--- src/rtl/ifill_pkg.sv ---
package ifill_pkg;

   typedef enum logic [1:0] {
      ST_IDLE = 2'd0,
      ST_ADDR = 2'd1,
      ST_DATA = 2'd2
   } ifill_state_e;

   typedef struct packed {
      logic use_buf;    // buffer may answer this fetch
      logic use_arr;    // cache array may answer this fetch
      logic fill;       // a miss bursts into the buffer
      logic fill_cach;  // that fill is eligible for array commit
   } ifill_mode_t;

endpackage

--- src/rtl/ifill_mode_dec.sv ---
module ifill_mode_dec
   import ifill_pkg::*;
#(
   parameter bit NC_FILL = 1'b1
) (
   input  logic        cache_en,
   input  logic        buf_en,
   input  logic        burst_en,
   input  logic        cacheable,
   output ifill_mode_t mode_o
);

   logic arr_ok;
   logic stage_ok;

   assign arr_ok = cache_en & cacheable;

   generate
      if (NC_FILL) begin : g_nc_stage
         assign stage_ok = arr_ok | buf_en;
      end else begin : g_cache_only
         logic unused_buf_en;
         assign unused_buf_en = buf_en;
         assign stage_ok      = arr_ok;
      end
   endgenerate

   always_comb begin
      mode_o.use_buf   = stage_ok;
      mode_o.use_arr   = arr_ok;
      mode_o.fill      = stage_ok & burst_en;
      mode_o.fill_cach = arr_ok;
   end

endmodule

--- src/rtl/ifill_wrap_seq.sv ---
module ifill_wrap_seq #(
   parameter int OFF_W = 2
) (
   input  logic             clk,
   input  logic             rst_n,
   input  logic             start,
   input  logic [OFF_W-1:0] crit,
   input  logic             burst,
   input  logic             beat,
   output logic [OFF_W-1:0] slot_o,
   output logic             last_o
);

   logic [OFF_W-1:0] crit_q;
   logic [OFF_W-1:0] cnt_q;
   logic             burst_q;

   always_ff @(posedge clk or negedge rst_n) begin
      if (!rst_n) begin
         crit_q  <= '0;
         cnt_q   <= '0;
         burst_q <= 1'b0;
      end else if (start) begin
         crit_q  <= crit;
         cnt_q   <= '0;
         burst_q <= burst;
      end else if (beat) begin
         cnt_q <= last_o ? '0 : cnt_q + 1'b1;
      end
   end

   // offset arithmetic wraps naturally at the line size
   assign slot_o = crit_q + cnt_q;
   assign last_o = !burst_q || (&cnt_q);

endmodule

--- src/rtl/ifill_line_store.sv ---
module ifill_line_store #(
   parameter int WORDS  = 4,
   parameter int DATA_W = 32,
   parameter int KEY_W  = 28,
   parameter int SLOT_W = 2
) (
   input  logic                    clk,
   input  logic                    rst_n,
   input  logic                    clear,
   input  logic [KEY_W-1:0]        key_in,
   input  logic                    pend_in,
   input  logic                    done,
   input  logic                    wr_en,
   input  logic [SLOT_W-1:0]       wr_slot,
   input  logic [DATA_W-1:0]       wr_data,
   input  logic [SLOT_W-1:0]       rd_slot,
   output logic [KEY_W-1:0]        key_o,
   output logic [WORDS-1:0]        valid_o,
   output logic                    pend_o,
   output logic [DATA_W-1:0]       rd_data,
   output logic [WORDS*DATA_W-1:0] line_o
);

   logic [DATA_W-1:0] word_q [WORDS];

   always_ff @(posedge clk or negedge rst_n) begin
      if (!rst_n) begin
         key_o  <= '0;
         pend_o <= 1'b0;
      end else if (clear) begin
         key_o  <= key_in;
         pend_o <= pend_in;
      end else if (done) begin
         pend_o <= 1'b0;
      end
   end

   generate
      for (genvar w = 0; w < WORDS; w++) begin : g_word
         always_ff @(posedge clk or negedge rst_n) begin
            if (!rst_n) begin
               valid_o[w] <= 1'b0;
            end else if (clear) begin
               valid_o[w] <= 1'b0;
            end else if (wr_en && wr_slot == SLOT_W'(w)) begin
               valid_o[w] <= 1'b1;
            end
         end

         always_ff @(posedge clk) begin
            if (wr_en && wr_slot == SLOT_W'(w)) begin
               word_q[w] <= wr_data;
            end
         end

         assign line_o[w*DATA_W +: DATA_W] = word_q[w];
      end
   endgenerate

   assign rd_data = word_q[rd_slot];

endmodule

--- src/rtl/ifill_buf_ctrl.sv ---
module ifill_buf_ctrl
   import ifill_pkg::*;
#(
   parameter int  ADDR_W     = 32,
   parameter int  DATA_W     = 32,
   parameter int  LINE_WORDS = 4,
   parameter int  SETS       = 64,
   parameter bit  NC_FILL    = 1'b1,
   localparam int BYTE_W     = $clog2(DATA_W / 8),
   localparam int OFF_W      = $clog2(LINE_WORDS),
   localparam int IDX_W      = $clog2(SETS),
   localparam int LOW_W      = BYTE_W + OFF_W,
   localparam int KEY_W      = ADDR_W - LOW_W,
   localparam int TAG_W      = KEY_W - IDX_W,
   localparam int LINE_W     = DATA_W * LINE_WORDS
) (
   input  logic              clk,
   input  logic              rst_n,
   input  logic              cfg_cache_en,
   input  logic              cfg_buf_en,
   input  logic              cfg_burst_en,
   input  logic              req_valid,
   input  logic [ADDR_W-1:0] req_addr,
   input  logic              req_cacheable,
   input  logic              arr_hit,
   output logic              rsp_valid,
   output logic [DATA_W-1:0] rsp_data,
   output logic              rsp_buf_hit,
   output logic              rsp_arr_hit,
   output logic              buf_mru,
   output logic              bus_req,
   output logic              bus_burst,
   output logic [ADDR_W-1:0] bus_addr,
   input  logic              bus_ack,
   input  logic              bus_rvalid,
   input  logic [DATA_W-1:0] bus_rdata,
   output logic              aw_en,
   output logic [IDX_W-1:0]  aw_index,
   output logic [TAG_W-1:0]  aw_tag,
   output logic [LINE_W-1:0] aw_data
);

   // ---------------- elaboration checks ----------------
   if (DATA_W < 16 || (1 << BYTE_W) * 8 != DATA_W) begin : g_bad_data
      $error("DATA_W must be a power of two of at least 16");
   end
   if (LINE_WORDS < 2 || (1 << OFF_W) != LINE_WORDS) begin : g_bad_line
      $error("LINE_WORDS must be a power of two of at least 2");
   end
   if (SETS < 2 || (1 << IDX_W) != SETS) begin : g_bad_sets
      $error("SETS must be a power of two of at least 2");
   end
   if (TAG_W < 1) begin : g_bad_addr
      $error("ADDR_W too small for the chosen geometry");
   end

   // ---------------- address fields ----------------
   logic [KEY_W-1:0]  req_key;
   logic [IDX_W-1:0]  req_idx;
   logic [OFF_W-1:0]  req_off;
   logic [BYTE_W-1:0] unused_byte;

   assign req_key     = req_addr[ADDR_W-1:LOW_W];
   assign req_idx     = req_key[IDX_W-1:0];
   assign req_off     = req_addr[BYTE_W +: OFF_W];
   assign unused_byte = req_addr[BYTE_W-1:0];

   // ---------------- mode decode ----------------
   ifill_mode_t mode;

   ifill_mode_dec #(.NC_FILL(NC_FILL)) u_mode (
      .cache_en  (cfg_cache_en),
      .buf_en    (cfg_buf_en),
      .burst_en  (cfg_burst_en),
      .cacheable (req_cacheable),
      .mode_o    (mode)
   );

   // ---------------- state ----------------
   ifill_state_e     st_q;
   logic [KEY_W-1:0] miss_key_q;
   logic [OFF_W-1:0] miss_off_q;
   logic             miss_fill_q;
   logic             crit_done_q;
   logic             mru_q;

   // buffer and sequencer wires
   logic [KEY_W-1:0]      buf_key;
   logic [LINE_WORDS-1:0] buf_valid;
   logic                  buf_pend;
   logic [DATA_W-1:0]     buf_rd;
   logic [LINE_W-1:0]     buf_line;
   logic [OFF_W-1:0]      seq_slot;
   logic                  seq_last;

   // ---------------- decisions ----------------
   logic serve, buf_match, arr_ok, hit_buf, hit_arr;
   logic miss_go, beat, crit_beat, commit, same_idx;

   assign serve     = req_valid && (st_q == ST_IDLE || (st_q == ST_DATA && crit_done_q));
   assign buf_match = mode.use_buf && (buf_key == req_key) && buf_valid[req_off];
   assign arr_ok    = mode.use_arr && arr_hit && !buf_match;
   assign hit_buf   = serve && buf_match;
   assign hit_arr   = serve && arr_ok;
   assign miss_go   = req_valid && (st_q == ST_IDLE) && !buf_match && !arr_ok;
   assign beat      = (st_q == ST_DATA) && bus_rvalid;
   assign crit_beat = beat && !crit_done_q;
   assign commit    = miss_go && buf_pend && (&buf_valid) && cfg_cache_en;
   assign same_idx  = (req_idx == buf_key[IDX_W-1:0]);

   // ---------------- line buffer ----------------
   ifill_line_store #(
      .WORDS  (LINE_WORDS),
      .DATA_W (DATA_W),
      .KEY_W  (KEY_W),
      .SLOT_W (OFF_W)
   ) u_store (
      .clk     (clk),
      .rst_n   (rst_n),
      .clear   (miss_go && mode.fill),
      .key_in  (req_key),
      .pend_in (mode.fill_cach),
      .done    (commit),
      .wr_en   (beat && miss_fill_q),
      .wr_slot (seq_slot),
      .wr_data (bus_rdata),
      .rd_slot (req_off),
      .key_o   (buf_key),
      .valid_o (buf_valid),
      .pend_o  (buf_pend),
      .rd_data (buf_rd),
      .line_o  (buf_line)
   );

   // ---------------- wrap sequencer ----------------
   ifill_wrap_seq #(.OFF_W(OFF_W)) u_seq (
      .clk    (clk),
      .rst_n  (rst_n),
      .start  (miss_go),
      .crit   (req_off),
      .burst  (mode.fill),
      .beat   (beat),
      .slot_o (seq_slot),
      .last_o (seq_last)
   );

   // ---------------- control FSM ----------------
   always_ff @(posedge clk or negedge rst_n) begin
      if (!rst_n) begin
         st_q        <= ST_IDLE;
         miss_key_q  <= '0;
         miss_off_q  <= '0;
         miss_fill_q <= 1'b0;
         crit_done_q <= 1'b0;
      end else begin
         case (st_q)
            ST_IDLE: begin
               if (miss_go) begin
                  st_q        <= ST_ADDR;
                  miss_key_q  <= req_key;
                  miss_off_q  <= req_off;
                  miss_fill_q <= mode.fill;
                  crit_done_q <= 1'b0;
               end
            end
            ST_ADDR: begin
               if (bus_ack) begin
                  st_q <= ST_DATA;
               end
            end
            ST_DATA: begin
               if (beat) begin
                  crit_done_q <= 1'b1;
                  if (seq_last) begin
                     st_q <= ST_IDLE;
                  end
               end
            end
            default: st_q <= ST_IDLE;
         endcase
      end
   end

   // ---------------- recency flag ----------------
   always_ff @(posedge clk or negedge rst_n) begin
      if (!rst_n) begin
         mru_q <= 1'b0;
      end else if (miss_go && mode.fill) begin
         mru_q <= 1'b1;
      end else if (hit_arr && same_idx) begin
         mru_q <= 1'b0;
      end
   end

   // ---------------- outputs ----------------
   assign rsp_valid   = hit_buf || hit_arr || crit_beat;
   assign rsp_data    = crit_beat ? bus_rdata : buf_rd;
   assign rsp_buf_hit = hit_buf;
   assign rsp_arr_hit = hit_arr;
   assign buf_mru     = mru_q;

   assign bus_req   = (st_q == ST_ADDR);
   assign bus_burst = miss_fill_q;
   assign bus_addr  = {miss_key_q, miss_off_q, {BYTE_W{1'b0}}};

   assign aw_en    = commit;
   assign aw_index = buf_key[IDX_W-1:0];
   assign aw_tag   = buf_key[KEY_W-1:IDX_W];
   assign aw_data  = buf_line;

endmodule

--- config.mk ---
export PLATFORM = sky130hd
export DESIGN_NAME = ifill_buf_ctrl
export DESIGN_NICKNAME = d
export VERILOG_FILES = /design/src/rtl/ifill_pkg.sv /design/src/rtl/ifill_mode_dec.sv /design/src/rtl/ifill_wrap_seq.sv /design/src/rtl/ifill_line_store.sv /design/src/rtl/ifill_buf_ctrl.sv
export SDC_FILE = /design/constraint.sdc
export NUM_CORES = 1
export LEC_CHECK = 0
export BUFFER_PORTS_ARGS = -buffer_cell sky130_fd_sc_hd__buf_2
export CAP_MARGIN = 15
export CORE_MARGIN = 3
export CORE_UTILIZATION = 45
export CTS_CLUSTER_DIAMETER = 60
export DETAILED_ROUTE_END_ITERATION = 12
export PLACE_DENSITY = 0.73
export SYNTH_ARGS = -nofsm -noshare
export SYNTH_HDL_FRONTEND = slang
export SYNTH_SLANG_ARGS = --single-unit
--- constraint.sdc ---
create_clock -name clk -period 11.2 [get_ports clk]
set_input_delay 1.12 -clock clk [delete_from_list [all_inputs] [get_ports clk]]
set_output_delay 1.12 -clock clk [all_outputs]
set_load 0.02 [all_outputs]
== Word-level counts from Yosys, hierarchy flattened ==
Memories as Yosys holds them, arrays and structs flattened.
Index checks and enable logic that the tools add are counted.
Widths: inputs -> output; s select.
Storage, ports and cells
  flip-flop bits (word level): 73
  latch bits: 0
  memories: 1
  logic and storage cells: 125
  ROM bits: 0
  output and inout bits: 227
  input bits: 74
  bits in writable memories: 128
Cells by class
  equal/unequal tests: 11
  bitwise logic cells: 3
  reductions and logical operators: 49
  div/mod/pow operators: 0
  $mul: 0
  add/subtract/negate cells: 2
  mux-type cells: 43
  magnitude comparators: 1
  shift-type cells: 0
Memory list
  u_store.word_q: depth 4, bits a word 32, read ports 5, clocked after Yosys merged registers in 0, wr ports 1, line ifill_line_store.sv:24  | logic [DATA_W-1:0] word_q [WORDS];
Operators by type and width (number)
  $mux 32: 4
  $reduce_or 32->1: 3
  $eq 28x28->1: 1
  $mux 1: 26
  $logic_and 1x1->1: 23
  $mux 2: 10
  $reduce_bool 2->1: 8
  $reduce_and 4->1: 2
  $eq 2x2->1 const B: 3
  $eq 6x6->1: 1
  $pmux 2 s3: 1
  $eq 2x1->1 const B: 2
  $logic_not 1->1: 4
  $logic_not 2->1: 2
  $logic_or 1x1->1: 4
  $ne 2x1->1 const B: 2
  $ne 2x2->1 const B: 2
  $reduce_and 2->1: 2
  $lt 2x3->1 const B: 1
  $reduce_and 3->1: 1
  $add 2x1->2 const B: 1
  $add 2x2->2: 1
  $and 1x1->1: 2
  $bmux 1 s2: 1
  other kinds (2): 2

== Logic depth before layout (Yosys ltp) ==
  depth in word-level cells: 13
  gate-level depth with buffers: 9
  depth with buffers taken out: 6

== Modules after synthesis ==
Synthesis repeated with hierarchy kept, for this count alone.
Second synthesis, totals
  cell total of the unflattened synthesis: 455
  area total of the unflattened synthesis: 8525.7 um^2
Modules (own cells, without submodules)
  ifill_line_store: area an instance 5904.4 um^2, cells an instance 245, sequential area each 4669.5 um^2, times used 1
  ifill_buf_ctrl: area an instance 2327.2 um^2, cells an instance 185, sequential area each 875.8 um^2, times used 1
  ifill_wrap_seq: area an instance 250.2 um^2, cells an instance 19, sequential area each 125.1 um^2, times used 1
  ifill_mode_dec: area an instance 43.8 um^2, cells an instance 6, sequential area each 0.0 um^2, times used 1

== Least setup slack after synthesis ==
OpenSTA, ideal clock, no wires.
  path kind: input to register
  from: in bus_rvalid
  to: mem u_store.word_q[0][0] (enable)
  path buffers: 0
  setup time: 0.464 ns
  setup slack: 7.128 ns
  cell stages on the path: 3
  arrival time: 3.608 ns
  required time: 10.736 ns
  path through: and3b_1 > nand2_1 > nor3_1
On the way
  longest elaborated chain between the ends: 9
  elaborated cells between the ends (all ways): 23
  classes of those cells: 14 x mux; 9 x reduce/logical
RTL lines
  from (decl): line ifill_buf_ctrl.sv:35  | input logic bus_rvalid,
  $logic_and 1x1->1 (*): line ifill_buf_ctrl.sv:106  | assign beat = (st_q == ST_DATA) && bus_rvalid;
  $logic_and 1x1->1 (*): line ifill_buf_ctrl.sv:124  | .wr_en (beat && miss_fill_q),
  $logic_and 1x1->1: line ifill_line_store.sv:51  | if (wr_en && wr_slot == SLOT_W'(w)) begin
  $mux 1: line ifill_line_store.sv:51
  $mux 1 (implied by the code): line ifill_line_store.sv:52  | word_q[w] <= wr_data;
  $reduce_or 32->1 (no line)
  $mux 2 (no line) / $mux 1 (equally long branches) (3 in series)
  to (decl): line ifill_line_store.sv:24
Every way passes the cells marked *; elsewhere a longest branch is shown, timed or not.

== Worst setup path after layout ==
  from: in req_addr[2]
  to: out rsp_valid
On the way
  longest elaborated chain between the ends: 8
  elaborated cells between the ends (all ways): 9
  classes of those cells: 2 x mux; 7 x reduce/logical
RTL lines
  from (decl): line ifill_buf_ctrl.sv:23  | input logic [ADDR_W-1:0] req_addr,
  $bmux 1 s2 (*): line ifill_buf_ctrl.sv:101  | assign buf_match = mode.use_buf && (buf_key == req_key) && buf_valid[req_off];
  $mux 1 (implied by the code) (*): line ifill_buf_ctrl.sv:101
  $logic_and 1x1->1 (*): line ifill_buf_ctrl.sv:101
  $logic_not 1->1: line ifill_buf_ctrl.sv:102  | assign arr_ok = mode.use_arr && arr_hit && !buf_match;
  $logic_and 1x1->1: line ifill_buf_ctrl.sv:102
  $logic_and 1x1->1: line ifill_buf_ctrl.sv:104  | assign hit_arr = serve && arr_ok;
  $logic_or 1x1->1 (*) (2 in series): line ifill_buf_ctrl.sv:196  | assign rsp_valid = hit_buf || hit_arr || crit_beat;
  to (decl): line ifill_buf_ctrl.sv:26  | output logic rsp_valid,
Every way passes the cells marked *; elsewhere a longest branch is shown, timed or not. The select of a mux whose other input is x is not followed.

==> impl_metrics.yaml <==
outcome:
  status: "complete, no violations"
placement:
  gp_congestion: 0.830
  dpl.hpwl_um: 15500
  io_buffers: 296
  placed_cells: 978
die:
  start_util_pct: 46.6
  core_sq_um: 18200
  core.rowCount: 49
  die_h_um: 143
  die_w_um: 143
  io_pins: 301
  dieArea_sq_um: 20500
sta:
  hold_viol_final: 0
  final.setup.tns_ns: 0
  period_minus_slack_ns: 4.58
  rsz0062_at_grt: "no"
  setup_violations: 0
  fin_crit_sh_pct: 40.9
  slew_headroom_pct: 27.5
  slew_viol_final: 0
  hold-worst-slack_ns: 0.490
  max_freq_mhz: 219
  finClkSkew_ns: 0.00750
  tightest_slew_ns: 1.09
cts:
  numClockSinks: 201
  clock_latency_ns: 0.48
  cts_inserted_buffers: 21
  postCtsSetupRepairBufs: 0
  clock_path_buffers: 3
  clkTransAtPathRegs_ns: 0.06
  htreeDepth: 1
  cts_resized: 0
  cts-root-buf: "clkbuf_16"
  cts_tree: "built"
  postCtsHoldBufs: 0
critical_path:
  worstSetupStartpointType: "primary input"
  cp_num_buf_inv: 3
  critical_path.top_delay_family: "buffers and inverters"
  cpMaxStageDelayCell: "buf_4"
  worst_path_most_repeated_cell: "buf_2"
  cpPeakStageDelay_ns: 0.55
  crit_fanout: 35
  critical_path_class: "in -> out"
  crit_chain: "buf_2 -> buf_4 -> mux2_2 -> nor4_2 -> nor4b_4 -> nand2_1 -> a21oi_1 -> buf_2"
  cp.arrival_ns: 3.46
  crit_start: "req_addr[2]"
  rr_startpoint: "u_store.key_o[25]$_DFFE_PN0P_"
  required_ns: 10.08
  cp-end-kind: "primary output"
layout:
  num-nets-final: 850
  layout-drive-gt1-share_pct: 57.1
  layoutNonFillerInstCount: 1017
  utilization_pct: 60.5
  diodes: 0
  flow.area_growth_from_synthesis_pct: 29.9
global_routing:
  grt_use_met3_pct: 5.09
  gr-usage-met2_pct: 36.9
  antenna_found_initial: 0
  grt_overflow: 0
  top_usage_layer: "met2"
  met1_usage_pct: 24.3
  grt_pass1_vias: 5882
  grt_pass1_wl_um: 32900
  track_usage_pct: 20.5
  grt_max_degree: 74
synth:
  syn_inst: 465
  ys_types: 44
  yosysSeqAreaShare_pct: 66.9
  synth_edf_count: 128
  ys_async_sr_fraction_pct: 36.3
  synth_ff_type: "edfxtp_1"
  avgSynthCellArea_sq_um: 18.2
  syn_area_sq_um: 8480
  ys_ff_latch: 201
  yosys_warnings: 0
drt:
  drt_iter0_drc: 251
  wl_um: 21700
  viasPerCell: 5.39
  via_count: 5484
  drtPass1Iterations: 4
  wl_per_cell_um: 21.4
  final_antenna_net_count: 0
  drc: 0
power_and_ir_drop:
  powerDensity_nw_per_um2: 230
  p_leak_nw: 4.58
  ir_worst_vdd_mv: 0.184
hold_path:
  min_from: "miss_key_q[21]$_DFFE_PN0P_"
  worstHoldPathType: "reg -> reg"
job:
  maxCapViolCount: 0
## final timing paths
| path | to | slack (ns) | cells past startpoint |
|---|---|---|---|
| max reg2reg | miss_key_q[17]$_DFFE_PN0P_ | 8.16 | 7 |
| min reg2reg | miss_key_q[21]$_DFFE_PN0P_ | 0.49 | 1 |
| min | miss_key_q[21]$_DFFE_PN0P_ | 0.49 | 1 |
| max in group asynchronous | u_store.valid_o[0]$_DFFE_PN0P_ | 9.76 | 2 |
| max | rsp_valid | 6.62 | 8 |
| min in group asynchronous | miss_key_q[6]$_DFFE_PN0P_ | 0.87 | 2 |
## registers in the layout, indices dropped and copies added (netlist names)
signal           flops
buf_mru              1
bus_burst            1
crit_done_q          1
miss_key_q          28
miss_off_q           2
st_q                 2
u_seq.burst_q        1
u_seq.cnt_q          2
u_seq.crit_q         2
u_store.key_o       28
u_store.pend_o       1
u_store.valid_o      4
u_store.word_q     128
## logic make-up after synthesis
| logic type | synth area share (%) |
|---|---|
| compound gates | 1.42 |
| xor+xnor | 3.20 |
| fa+ha+maj | 0.295 |
| buf+inv | 1.83 |
| flops | 66.9 |
| mux | 22.1 |
| other cells | 0.0442 |
| simple gates | 4.22 |
## power by group
group	internal (W)	switching [W]	leakage [nW]	total [W]
clock	0.000480	0.000275	0.356	0.000755
combinational	0.000313	0.000425	2.19	0.000739
sequential	0.000931	0.000104	2.03	0.00104
## cell usage after synthesis, types with 3 or more instances
master	number	area, sq um
nand3_1	3	15.0
mux2_2	45	507
inv_1	3	11.3
mux2_4	23	345
nand4_1	4	25.0
xnor2_1	12	105
nor4_1	5	31.3
a21oi_1	8	40.0
xor2_1	19	166
buf_1	3	11.3
buf_6	8	90.1
dfrtp_1	73	1830
nand2_1	5	18.8
nand2b_1	4	25.0
a21o_1	3	22.5
clkbuf_1	6	22.5
and3_1	3	18.8
edfxtp_1	128	3840
mux2_1	25	282
nor3_1	8	40.0
mux4_2	32	721
nor2_1	16	60.1
## worst reg2reg max path, cell delays in order, from the launching register on
cell	delay, ns
dfrtp_1	0.40
xor2_1	0.16
nor4_1	0.32
nand4_1	0.20
nor4b_4	0.42
a21o_1	0.59
buf_4	0.43
mux2_2	0.40
## metrics by stage
| stage | power [W] | worst slack, ns | cell area [sq um] |
|---|---|---|---|
| 2_1_floorplan | 0.00153 | 7.13 | 8480 |
| 3_3_place_gp | 0.00177 | 6.62 | 10200 |
| 3_5_place_dp | 0.00179 | 6.56 | 10200 |
| 4_1_cts | 0.00256 | 6.56 | 11000 |
| 5_1_grt | 0.00265 | 6.34 | 11000 |
| 6_report | 0.00253 | 6.62 | 11000 |
## cell usage in the layout, fill, tap and decap left out, drive strengths merged, types with 7 or more instances in the layout
cell type    n
a21oi        9
buf        305
clkbuf      21
clkinvlp     7
dfrtp       73
edfxtp     128
mux2        93
mux4        32
nor2        16
nor3         8
xnor2       12
xor2        19
## layer usage
layer  up-vias  wire [um]
li1       2410          -
met1      2730       8050
met2       300      11100
met3        44       1990
met4         0        557
met5         -          0
## cell type report
class                   count  area (sq um)
well taps                 229           287
clock buffers              21           526
multi-input cells         242          2700
repair buffers            305          1580
inverters                   3          11.3
flip-flops and latches    201          5670
fillers                  1400          7200
clock inverters            16           238
(Power assumes the default switching activity.)
